==> src/rtl/sgx_pkg.sv <==
package sgx_pkg;

    typedef enum logic [3:0] {
        ST_PARK,
        ST_FETCH,
        ST_DECODE,
        ST_APP_RD,
        ST_APP_TX,
        ST_DATA_RD,
        ST_DATA_TX,
        ST_WBACK,
        ST_NEXT
    } sgx_state_e;

    localparam logic [1:0] RESP_OK  = 2'b00;
    localparam logic [1:0] RESP_DEC = 2'b10;

    localparam int LEN_W         = 23;
    localparam int CTL_EOF_BIT   = 26;
    localparam int CTL_SOF_BIT   = 27;
    localparam int STAT_DONE_BIT = 31;
    localparam int HDR_WORDS     = 8;
    localparam int APP_WORDS     = 5;
    localparam int IDX_W         = $clog2(HDR_WORDS);
    localparam int CTL_BEAT_W    = 33;  // {last, data}
    localparam int DAT_BEAT_W    = 37;  // {last, keep, data}

    // byte lanes valid for the beat that carries the remaining count
    function automatic logic [3:0] lanes_for(input logic [LEN_W-1:0] rem);
        if (rem >= LEN_W'(4)) return 4'hF;
        unique case (rem[1:0])
            2'd1:    return 4'h1;
            2'd2:    return 4'h3;
            2'd3:    return 4'h7;
            default: return 4'hF;
        endcase
    endfunction

endpackage

==> src/rtl/sgx_beat_slot.sv <==
module sgx_beat_slot #(
    parameter int W = 33
) (
    input  logic         clk,
    input  logic         rst_n,
    input  logic         load_i,
    input  logic [W-1:0] beat_i,
    input  logic         ready_i,
    output logic         valid_o,
    output logic [W-1:0] beat_o
);

    always_ff @(posedge clk or negedge rst_n) begin
        if (!rst_n) begin
            valid_o <= 1'b0;
            beat_o  <= '0;
        end else if (load_i) begin
            valid_o <= 1'b1;
            beat_o  <= beat_i;
        end else if (ready_i) begin
            valid_o <= 1'b0;
        end
    end

    // a pending beat is neither dropped nor altered
    a_r10_beat_hold: assert property (@(posedge clk) disable iff (!rst_n)
        valid_o && !ready_i |=> valid_o && $stable(beat_o));

    // the controller never overwrites a beat still waiting
    a_r10_no_overrun: assert property (@(posedge clk) disable iff (!rst_n)
        load_i |-> !valid_o);

endmodule

==> src/rtl/sgx_walk_fsm.sv <==
module sgx_walk_fsm
    import sgx_pkg::*;
#(
    parameter int ADDR_W = 32
) (
    input  logic                  clk,
    input  logic                  rst_n,
    input  logic                  run_i,
    input  logic                  go_i,
    input  logic [ADDR_W-1:0]     start_ptr_i,
    input  logic                  tail_wr_i,
    input  logic [ADDR_W-1:0]     tail_ptr_i,
    output logic                  mem_req_o,
    output logic                  mem_we_o,
    output logic [ADDR_W-1:0]     mem_addr_o,
    output logic [31:0]           mem_wdata_o,
    input  logic                  mem_gnt_i,
    input  logic [31:0]           mem_rdata_i,
    input  logic [1:0]            mem_resp_i,
    output logic                  ctl_load_o,
    output logic [CTL_BEAT_W-1:0] ctl_beat_o,
    input  logic                  ctl_busy_i,
    output logic                  dat_load_o,
    output logic [DAT_BEAT_W-1:0] dat_beat_o,
    input  logic                  dat_busy_i,
    output logic                  frame_done_o,
    output logic                  err_dec_o,
    output logic                  err_slv_o,
    output logic                  idle_o,
    output logic                  halted_o,
    output logic [ADDR_W-1:0]     cur_ptr_o
);

    localparam logic [ADDR_W-1:0] OFS_STATUS = ADDR_W'(28);
    localparam logic [ADDR_W-1:0] OFS_APP    = ADDR_W'(32);
    localparam logic [IDX_W-1:0]  IDX_LAST   = IDX_W'(HDR_WORDS - 1);
    localparam logic [IDX_W-1:0]  APP_LAST   = IDX_W'(APP_WORDS - 1);

    sgx_state_e state_q, state_d;

    logic [ADDR_W-1:0] cur_q, tail_q, nxt_q, buf_q, addr_q;
    logic [31:0]       ctrl_q, stat_q;
    logic [IDX_W-1:0]  idx_q;
    logic [LEN_W-1:0]  remain_q;
    logic              halted_q, idle_q, done_q, edec_q, eslv_q;

    logic             resp_bad;
    logic             may_start;
    logic [LEN_W-1:0] step;
    logic [LEN_W-1:0] len_field;

    assign resp_bad  = (mem_resp_i != RESP_OK);
    assign may_start = run_i && !halted_q && !idle_q;
    assign step      = (remain_q >= LEN_W'(4)) ? LEN_W'(4) : remain_q;
    assign len_field = ctrl_q[LEN_W-1:0];

    // ---------------- next state ----------------
    always_comb begin
        state_d = state_q;
        unique case (state_q)
            ST_PARK:    if (!go_i && may_start) state_d = ST_FETCH;
            ST_FETCH:   if (mem_gnt_i) begin
                            if (resp_bad)              state_d = ST_PARK;
                            else if (idx_q == IDX_LAST) state_d = ST_DECODE;
                        end
            ST_DECODE:  if (stat_q[STAT_DONE_BIT])      state_d = ST_PARK;
                        else if (ctrl_q[CTL_SOF_BIT])   state_d = ST_APP_RD;
                        else if (len_field == '0)       state_d = ST_WBACK;
                        else                            state_d = ST_DATA_RD;
            ST_APP_RD:  if (mem_gnt_i) state_d = resp_bad ? ST_PARK : ST_APP_TX;
            ST_APP_TX:  if (!ctl_busy_i) begin
                            if (idx_q != APP_LAST)      state_d = ST_APP_RD;
                            else if (len_field == '0)   state_d = ST_WBACK;
                            else                        state_d = ST_DATA_RD;
                        end
            ST_DATA_RD: if (mem_gnt_i) state_d = ST_DATA_TX;
            ST_DATA_TX: if (!dat_busy_i)
                            state_d = (remain_q == '0) ? ST_WBACK : ST_DATA_RD;
            ST_WBACK:   if (mem_gnt_i) state_d = ST_NEXT;
            ST_NEXT:    state_d = ST_PARK;
            default:    state_d = ST_PARK;
        endcase
    end

    // ---------------- state register ----------------
    always_ff @(posedge clk or negedge rst_n) begin
        if (!rst_n) state_q <= ST_PARK;
        else        state_q <= state_d;
    end

    // ---------------- datapath ----------------
    always_ff @(posedge clk or negedge rst_n) begin
        if (!rst_n) begin
            cur_q    <= '0;
            tail_q   <= '0;
            nxt_q    <= '0;
            buf_q    <= '0;
            addr_q   <= '0;
            ctrl_q   <= '0;
            stat_q   <= '0;
            idx_q    <= '0;
            remain_q <= '0;
            halted_q <= 1'b1;
            idle_q   <= 1'b0;
            done_q   <= 1'b0;
            edec_q   <= 1'b0;
            eslv_q   <= 1'b0;
        end else begin
            done_q <= 1'b0;
            edec_q <= 1'b0;
            eslv_q <= 1'b0;
            unique case (state_q)
                ST_PARK: begin
                    if (go_i) begin
                        cur_q    <= start_ptr_i;
                        halted_q <= 1'b0;
                        idle_q   <= 1'b0;
                    end else if (may_start) begin
                        idx_q <= '0;
                    end
                end
                ST_FETCH: begin
                    if (mem_gnt_i) begin
                        if (resp_bad) begin
                            halted_q <= 1'b1;
                            edec_q   <= (mem_resp_i == RESP_DEC);
                            eslv_q   <= (mem_resp_i != RESP_DEC);
                        end else begin
                            unique case (idx_q)
                                IDX_W'(0): nxt_q  <= mem_rdata_i[ADDR_W-1:0];
                                IDX_W'(2): buf_q  <= mem_rdata_i[ADDR_W-1:0];
                                IDX_W'(6): ctrl_q <= mem_rdata_i;
                                IDX_W'(7): stat_q <= mem_rdata_i;
                                default: ;
                            endcase
                            idx_q <= idx_q + 1'b1;
                        end
                    end
                end
                ST_DECODE: begin
                    idx_q    <= '0;
                    addr_q   <= buf_q;
                    remain_q <= len_field;
                    if (stat_q[STAT_DONE_BIT]) halted_q <= 1'b1;
                end
                ST_APP_RD: begin
                    if (mem_gnt_i && resp_bad) begin
                        halted_q <= 1'b1;
                        edec_q   <= (mem_resp_i == RESP_DEC);
                        eslv_q   <= (mem_resp_i != RESP_DEC);
                    end
                end
                ST_APP_TX: begin
                    if (!ctl_busy_i && idx_q != APP_LAST) idx_q <= idx_q + 1'b1;
                end
                ST_DATA_RD: begin
                    if (mem_gnt_i) begin
                        addr_q   <= addr_q + ADDR_W'(4);
                        remain_q <= remain_q - step;
                    end
                end
                ST_DATA_TX: ;
                ST_WBACK: begin
                    if (mem_gnt_i) done_q <= ctrl_q[CTL_EOF_BIT];
                end
                ST_NEXT: begin
                    cur_q <= nxt_q;
                    if (cur_q == tail_q) idle_q <= 1'b1;
                end
                default: ;
            endcase
            if (tail_wr_i) begin
                tail_q <= tail_ptr_i;
                idle_q <= 1'b0;
            end
        end
    end

    // ---------------- outputs ----------------
    always_comb begin
        mem_req_o   = 1'b0;
        mem_we_o    = 1'b0;
        mem_addr_o  = '0;
        mem_wdata_o = {1'b1, 8'h00, remain_q};
        ctl_load_o  = 1'b0;
        dat_load_o  = 1'b0;
        unique case (state_q)
            ST_FETCH: begin
                mem_req_o  = 1'b1;
                mem_addr_o = cur_q + ADDR_W'({idx_q, 2'b00});
            end
            ST_APP_RD: begin
                mem_req_o  = 1'b1;
                mem_addr_o = cur_q + OFS_APP + ADDR_W'({idx_q, 2'b00});
                ctl_load_o = mem_gnt_i && !resp_bad;
            end
            ST_DATA_RD: begin
                mem_req_o  = 1'b1;
                mem_addr_o = addr_q;
                dat_load_o = mem_gnt_i;
            end
            ST_WBACK: begin
                mem_req_o  = 1'b1;
                mem_we_o   = 1'b1;
                mem_addr_o = cur_q + OFS_STATUS;
            end
            default: ;
        endcase
    end

    assign ctl_beat_o   = {(idx_q == APP_LAST), mem_rdata_i};
    assign dat_beat_o   = {(ctrl_q[CTL_EOF_BIT] && remain_q <= LEN_W'(4)),
                           lanes_for(remain_q), mem_rdata_i};
    assign frame_done_o = done_q;
    assign err_dec_o    = edec_q;
    assign err_slv_o    = eslv_q;
    assign idle_o       = idle_q;
    assign halted_o     = halted_q;
    assign cur_ptr_o    = cur_q;

    // request, address and direction held until granted
    a_r12_req_hold: assert property (@(posedge clk) disable iff (!rst_n)
        mem_req_o && !mem_gnt_i |=> mem_req_o && $stable(mem_addr_o) && $stable(mem_we_o));

    // an error event always leaves the engine halted
    a_r9_err_halts: assert property (@(posedge clk) disable iff (!rst_n)
        err_dec_o || err_slv_o |-> halted_o);

    // at most one error kind per event
    a_r9_err_onehot: assert property (@(posedge clk) disable iff (!rst_n)
        $onehot0({err_dec_o, err_slv_o}));

    // the completion pulse lasts one cycle and overlaps no memory access
    a_r8_done_single: assert property (@(posedge clk) disable iff (!rst_n)
        frame_done_o |-> !mem_req_o ##1 !frame_done_o);

    // data never starts while an application word waits
    a_r4_app_before_data: assert property (@(posedge clk) disable iff (!rst_n)
        dat_load_o |-> !ctl_busy_i);

endmodule

==> src/rtl/sgx_engine.sv <==
module sgx_engine
    import sgx_pkg::*;
#(
    parameter int ADDR_W = 32
) (
    input  logic              clk,
    input  logic              rst_n,
    input  logic              run_i,
    input  logic              go_i,
    input  logic [ADDR_W-1:0] start_ptr_i,
    input  logic              tail_wr_i,
    input  logic [ADDR_W-1:0] tail_ptr_i,
    output logic              mem_req_o,
    output logic              mem_we_o,
    output logic [ADDR_W-1:0] mem_addr_o,
    output logic [31:0]       mem_wdata_o,
    input  logic              mem_gnt_i,
    input  logic [31:0]       mem_rdata_i,
    input  logic [1:0]        mem_resp_i,
    output logic              ctl_tvalid_o,
    input  logic              ctl_tready_i,
    output logic [31:0]       ctl_tdata_o,
    output logic              ctl_tlast_o,
    output logic              dat_tvalid_o,
    input  logic              dat_tready_i,
    output logic [31:0]       dat_tdata_o,
    output logic [3:0]        dat_tkeep_o,
    output logic              dat_tlast_o,
    output logic              frame_done_o,
    output logic              err_dec_o,
    output logic              err_slv_o,
    output logic              idle_o,
    output logic              halted_o,
    output logic [ADDR_W-1:0] cur_ptr_o
);

    logic                  ctl_load, dat_load;
    logic [CTL_BEAT_W-1:0] ctl_beat_in, ctl_beat_out;
    logic [DAT_BEAT_W-1:0] dat_beat_in, dat_beat_out;

    sgx_walk_fsm #(.ADDR_W(ADDR_W)) u_fsm (
        .clk          (clk),
        .rst_n        (rst_n),
        .run_i        (run_i),
        .go_i         (go_i),
        .start_ptr_i  (start_ptr_i),
        .tail_wr_i    (tail_wr_i),
        .tail_ptr_i   (tail_ptr_i),
        .mem_req_o    (mem_req_o),
        .mem_we_o     (mem_we_o),
        .mem_addr_o   (mem_addr_o),
        .mem_wdata_o  (mem_wdata_o),
        .mem_gnt_i    (mem_gnt_i),
        .mem_rdata_i  (mem_rdata_i),
        .mem_resp_i   (mem_resp_i),
        .ctl_load_o   (ctl_load),
        .ctl_beat_o   (ctl_beat_in),
        .ctl_busy_i   (ctl_tvalid_o),
        .dat_load_o   (dat_load),
        .dat_beat_o   (dat_beat_in),
        .dat_busy_i   (dat_tvalid_o),
        .frame_done_o (frame_done_o),
        .err_dec_o    (err_dec_o),
        .err_slv_o    (err_slv_o),
        .idle_o       (idle_o),
        .halted_o     (halted_o),
        .cur_ptr_o    (cur_ptr_o)
    );

    sgx_beat_slot #(.W(CTL_BEAT_W)) u_ctl_slot (
        .clk     (clk),
        .rst_n   (rst_n),
        .load_i  (ctl_load),
        .beat_i  (ctl_beat_in),
        .ready_i (ctl_tready_i),
        .valid_o (ctl_tvalid_o),
        .beat_o  (ctl_beat_out)
    );

    sgx_beat_slot #(.W(DAT_BEAT_W)) u_dat_slot (
        .clk     (clk),
        .rst_n   (rst_n),
        .load_i  (dat_load),
        .beat_i  (dat_beat_in),
        .ready_i (dat_tready_i),
        .valid_o (dat_tvalid_o),
        .beat_o  (dat_beat_out)
    );

    assign ctl_tlast_o = ctl_beat_out[32];
    assign ctl_tdata_o = ctl_beat_out[31:0];
    assign dat_tlast_o = dat_beat_out[36];
    assign dat_tkeep_o = dat_beat_out[35:32];
    assign dat_tdata_o = dat_beat_out[31:0];

endmodule

==> config.mk <==
export PLATFORM = sky130hd
export DESIGN_NAME = sgx_engine
export DESIGN_NICKNAME = d
export VERILOG_FILES = /design/src/rtl/sgx_pkg.sv /design/src/rtl/sgx_beat_slot.sv /design/src/rtl/sgx_walk_fsm.sv /design/src/rtl/sgx_engine.sv
export SDC_FILE = /design/constraint.sdc
export NUM_CORES = 1
export LEC_CHECK = 0
export BUFFER_PORTS_ARGS = -buffer_cell sky130_fd_sc_hd__buf_4
export CORE_MARGIN = 5
export CORE_UTILIZATION = 59
export CTS_CLUSTER_SIZE = 20
export DETAILED_ROUTE_END_ITERATION = 12
export GPL_ROUTABILITY_DRIVEN = 1
export GPL_TIMING_DRIVEN = 0
export HOLD_SLACK_MARGIN = 0.08
export PLACE_DENSITY = 0.84
export SLEW_MARGIN = 5
export SYNTH_ARGS = -nofsm -noshare
export SYNTH_HDL_FRONTEND = slang
export SYNTH_SLANG_ARGS = --single-unit
export TNS_END_PERCENT = 10
==> constraint.sdc <==
create_clock -name clk -period 6.07 [get_ports clk]
set_clock_uncertainty 0.2 [all_clocks]
set_input_delay 0.607 -clock clk [delete_from_list [all_inputs] [get_ports clk]]
set_output_delay 0.607 -clock clk [all_outputs]
set_load 0.02 [all_outputs]
Yosys cells after proc, flatten, opt, wreduce, memory -nomap -nowiden
Cells that the tools add are included.

word-level totals
  bits in registers = 327
  latch bits = 0
  RAM bits = 0
  memory bits (read-only) = 0
  bits of input ports = 106
  output and inout bits = 175
  logic and storage cells = 162
  memories = 0

operators by class
  add/sub/neg operators = 7
  multiply operators = 0
  divide/modulo/power cells = 0
  $lt $le $gt $ge = 2
  equality and inequality tests = 37
  shifts and indexed selects = 0
  multiplexer cells = 61
  bitwise logic cells = 1
  reductions and logical operators = 35

operators with widths
  cell                     count
  $pmux W32 S2             2
  $pmux W32 S4             1
  $add A32 B5 Y32          2
  $mux W32                 2
  $mux W4                  13
  $logic_not A23 Y1        2
  $mux W23                 2
  $pmux W23 S2             1
  $add A32 B3 Y32 const B  1
  $add A32 B5 Y32 const B  1
  $add A32 B6 Y32 const B  1
  $eq A32 B32 Y1           1
  $pmux W4 S8              1
  $mux W1                  24
  $ge A23 B3 Y1 const B    1
  $le A23 B3 Y1 const B    1
  $sub A23 B23 Y23         1
  $mux W3                  7
  $ne A2 B2 Y1 const B     10
  $eq A4 B3 Y1 const B     4
  $reduce_and A4 Y1        4
  $ne A2 B1 Y1 const B     6
  $pmux W3 S4              1
  $pmux W4 S3              1
  27 further kinds         53

Longest topological paths before layout
  depth after elaboration = 6
  mapped depth = 14
  gate-level depth less buffers = 12

Modules after synthesis
From an unflattened synthesis, not the netlist that was laid out.

second synthesis, totals
  cell total of the unflattened synthesis = 1,522
  area total of the unflattened synthesis = 16,016.6 um^2

by module, submodules not included
  module                       instances  cells an instance  area each (um^2)  seq. area each (um^2)
  sgx_walk_fsm                 1          1,368              13,113.8          5,531.6
  sgx_beat_slot at u_dat_slot  1          81                 1,488.9           950.9
  sgx_beat_slot at u_ctl_slot  1          73                 1,413.9           850.8

Worst setup path after synthesis
Ideal clock, no wire load.

  path type = register to output
  from = register u_fsm.state_q[3]
  to = output mem_addr_o[5]
  data arrival time = 3.554 ns
  data required time = 5.263 ns
  slack = 1.709 ns
  stages on the path, launching flop included = 11
  path buffers = 2
  cells stage by stage = dfrtp_1 -> clkbuf_1 -> nand2b_1 -> inv_1 -> and3_1 -> or2_2 -> ha_1 -> a211oi_1 -> nor2_1 -> clkbuf_1 -> o311ai_0

between the ends
  word-level cells in the longest chain between the ends = 2
  elaborated cells on any way between the ends = 5
  those cells by class = 4 x eq/ne; 1 x mux

ends and longest elaborated chain
  element                                     RTL line             source
  start: declaration                          sgx_walk_fsm.sv:39   sgx_state_e state_q, state_d;
  start signal: assignment                    sgx_walk_fsm.sv:88   else state_q <= state_d;
  $eq A4 B3 Y1, or another cell as far along  sgx_walk_fsm.sv:187  unique case (state_q)
  $pmux W32 S4 (*)                            sgx_walk_fsm.sv:187
  end: declaration                            sgx_engine.sv:15     output logic [ADDR_W-1:0] mem_addr_o,

Every way passes the cells marked *; elsewhere a longest branch is shown, timed or not.

Final worst setup path
  from = register u_fsm.state_q[3]
  to = output mem_addr_o[14]

The elaborated chain is that of the path after synthesis.

==> summary.md <==
| Metric | Value |
|---|---|
| Layout Utilization | 0.754 |
| Die W | 172 um |
| Slew @ Worst Pin | between 1 and 1.5 ns |
| Sequential area share after synthesis | 0.475 |
| Die Ht | 172 um |
| Clk sinks | slightly below 300 |
| Setup CP Type | reg2out |
| Worst Hold Class | in2reg |
| DP Wirelength | 39200 um |
| First DRT Iteration DRCs | 1817 |
| Port bufs | 270 |
| Synth area leader | dfrtp_1 |
| Post-synth ARST share | 1.00 |
| Comb pwr share | 0.478 |
| CTS resizes | 0 |
| Hold EP | u_dat_slot.beat_o[29] |
| Max Cap Viol | 0 |
| Fin. Hold Viols | 0 |
| Final instance area | 19500 um2 |
| Critical Path RT | 5.26 ns |
| Critical Path, Cell by Cell | clkbuf_1 > nand2b_1 > inv_1 > and3_1 > or2_2 > ha_1 > inv_1 > fa_1 > nor2b_1 > o211ai_1 > clkbuf_1 > o22ai_1 > a21oi_1 > o21ai_0 > buf_4 |
| Final setup margin | 0.362 ns |
| Final Wtd Congestion | between 1 and 1.5 |
| P&R area growth vs syn | 26.5% |
| Switching share of power | 0.435 |
| Minimum clock period | 5.71 ns |
| Filler cells | 1794 |
| Yosys top cell area share | 0.473 |
| Remaining antenna violation count | 0 |
| Cell internal pwr | just under 6 mW |
| Post-CTS Repair Setup Buffers | 0 |
| Root Driver | clkbuf_16 |
| Max Slew Vio Count | 0 |
| Initial Util | 0.596 |
| CTS tree | done |
| Flops & latches, synth | 293 |
| Critical Path Source Type | register |
| Largest net degree at the start of global routing | around 120 |
| Post-Syn Area | 15400 um2 |
| HP Start | mem_rdata_i[29] |
| Mapped Avg Cell Area | 10.1 um2 |
| Worst Path Max Fanout | 10 |
| Post-CTS Hold Buffers | 40 |
| First-pass GRT wire length | 84000 um |
| Drt pass-1 iters | 7 |
| Final #Nets | 2006 |
| Tot Pwr | 10.4 mW |
| Row count | 59 |
| Vias per cell | 6.48 |
| Core region area | approximately 26000 um2 |
| Synth warnings | 0 |
| Met3 global-route usage | 0.0880 |
| Fin crit share | 0.940 |
| Largest cells by area after synthesis | dfrtp_1 (47%), mux2_2 (11%), nand2_1 (5.5%) |
| CTS buffer count | 30 |
| Power Dens Cells | 532 nW/um2 |
| R2r startpoint | u_fsm.remain_q[17] |
| Final TNS setup | 0 ns |
| H-tree levels | 1 |
| Vias in the first global route | 14700 |
| Finish-stage setup viols | 0 |
| Layout cell share with drive strength beyond 1 | 0.288 |
| GRT Residual Overflow | 0 |
| DRC | 0 |
| Total Wirelength | around 55000 um |
| Placed Instances | 2145 |
| Worst IR Drop VDD | approximately 0.49 mV |
| CP endpoint kind | output port |
| Main flop type after synthesis | dfrtp_1 |
| Initial antenna violation count | 2 |
| Sequential fraction of design power | 0.316 |
| Clk pin slew, worst setup/hold paths | 0.07 ns |
| Via count | 14500 |
| Hold Slack | 0.0872 ns |
| Sw power | between 4 and 5 mW |
| Clock latency on the worst-skew pair | 0.58 ns |
| Post-synth EDFFs | 0 |
| Library cells used by synthesis | 85 |
| All-Layer GR Usage | 0.368 |
| Status | complete, no violations |
| # diodes | 0 |
| Routed len/inst | around 25 um |
| Max Clock Freq | 175 MHz |
| R2R Setup Slk | roughly 2.4 ns |
| Max Root-Sink Buffers | 3 |
| GR Util met2 | 0.579 |
| Critical Path AT | 4.90 ns |
| RSZ-0062 raised after global routing | false |
| Reg2Reg Capture Point | u_fsm.remain_q[8] |
| Post-DP Area | 18000 um2 |
| Lkg Pwr | 9.07 nW |
| Setup slack at placement | about 1.1 ns |
| CP max stage delay | 0.45 ns |
| Clk pwr share | 0.205 |
| Relative slew slack | 0.291 |
| FF-to-FF path depth | 9 |
| Worst hold stages | 3 |
| Final std cells w/o fill | 2242 |
| M1 GR Usage | 0.484 |
| GR peak layer | met2 |
| CP Launch Point | u_fsm.state_q[3] |
| CP max-delay cell | dfrtp_1 |
| Ports | 281 |
| Cells after Synth | 1530 |
| Die area | 29500 um2 |
-- metal layers --
| layer | routed length [um] | share of wire |
|---|---|---|
| met3 | 6560 | 0.12 |
| met1 | 20700 | 0.38 |
| met2 | 24600 | 0.45 |
| met4 | 3200 | 0.058 |
| met5 | 36 | 0.00065 |
-- area by class of cell --
class	instances	area, um2	area share
multi-input combinational	1101	7510	0.384
sequential	293	7330	0.375
timing repair buffer	313	2500	0.128
clock buffer	37	807	0.0413
buffer	122	543	0.0278
tap	335	419	0.0215
clock inverter	19	339	0.0174
inverter	22	82.6	0.00423
-- critical path: cells and delay by family (launching register included) --
family	cells	cell delay, ns
compound gates	4	1.13
fa+ha+maj	2	0.58
buf+inv	5	1.09
flops	1	0.45
simple gates	4	1.08
-- synth_stat cells, drive strengths merged, types with 4 or more instances --
cell and n:
a211oi 8, a31oi 13, nand4b 4, buf 55
nor4 31, or2 8, nand2 227, o22ai 22
o21ai 77, o311ai 6, and2 9, o31ai 5
nor2 55, or3 14, ha 15, mux2i 44
a21oi 58, clkbuf 67, a221o 5, a21o 6
a2bb2oi 10, xor2 30, nand3 48, and4 10
inv 22, o211ai 13, and3 15, xnor2 30
a22oi 6, mux2 157, nand4 29, a311oi 6
nand2b 12, o221ai 6, o22a 6, nor3 37
or4 6, dfrtp 292, nor2b 5
-- worst max-delay path by stage --
stage / depth (start not counted) / end
final: 15 / mem_addr_o[14]
after global routing: 15 / mem_addr_o[14]
after CTS: 15 / mem_addr_o[14]
after detailed placement: 15 / mem_addr_o[14]
after global placement: 15 / mem_addr_o[14]
after floorplan: 10 / mem_addr_o[5]
-- state kept, by name, summed over array words and instances, names as in the netlist, 23 cells and up --
register           count
u_fsm.buf_q           32
u_fsm.cur_ptr_o       32
u_fsm.nxt_q           32
u_fsm.tail_q          32
u_ctl_slot.beat_o     33
u_fsm.ctrl_q          25
u_fsm.addr_q          32
u_dat_slot.beat_o     37
u_fsm.remain_q        23
-- cell usage in the layout, fill, tap and decap left out, types with 7 or more instances in the layout --
cell           netlist  final
dfrtp_1            292    292
conb_1               2     10
a31oi_1             13     13
a2bb2oi_1           10     10
xor2_1              30     30
mux2i_1             44     44
nor3_1              35     35
nor4_1              30     30
inv_1               22     22
nand2b_1            12     12
xnor2_1             30     30
and4_1              10     10
o22ai_1             22     22
nor2_1              55     55
nand2_1            227    227
a21oi_1             58     58
dlygate4sd3_1        0     41
or2_2                8      8
a211oi_1             7      7
or3_1               12     12
clkbuf_1            66     70
mux2_2             157    157
bufinv_16            0      8
and2_1               9      9
and3_1              15     15
buf_2               34     34
nand4_1             28     28
nand3_1             48     48
o211ai_1            13     13
buf_4                9    278
o21ai_0             75     75
buf_1               11     11
ha_1                15     15
clkbuf_16            0     30
-- cell families after synthesis --
family / after synthesis / share of synthesized area
DFF: 293 / 0.475
other: 2 / 0.000486
adders and majority gates: 17 / 0.0147
AOI/OAI and AO/OA: 288 / 0.125
buffers and inverters: 144 / 0.0405
muxes: 201 / 0.143
and+or+nand+nor: 525 / 0.167
xor gates and xnor gates: 60 / 0.0340
-- power by group through the flow --
stage | combinational, mW | sequential [mW] | clock (mW)
floorplan | 2.56 | 3.50 | 0
global route | 5.28 | 3.35 | 2.23
finish | 4.98 | 3.29 | 2.14
detailed placement | 4.82 | 3.28 | 0
global placement | 4.72 | 3.25 | 0
CTS | 4.88 | 3.25 | 2.14
(Power assumes the default switching activity.)
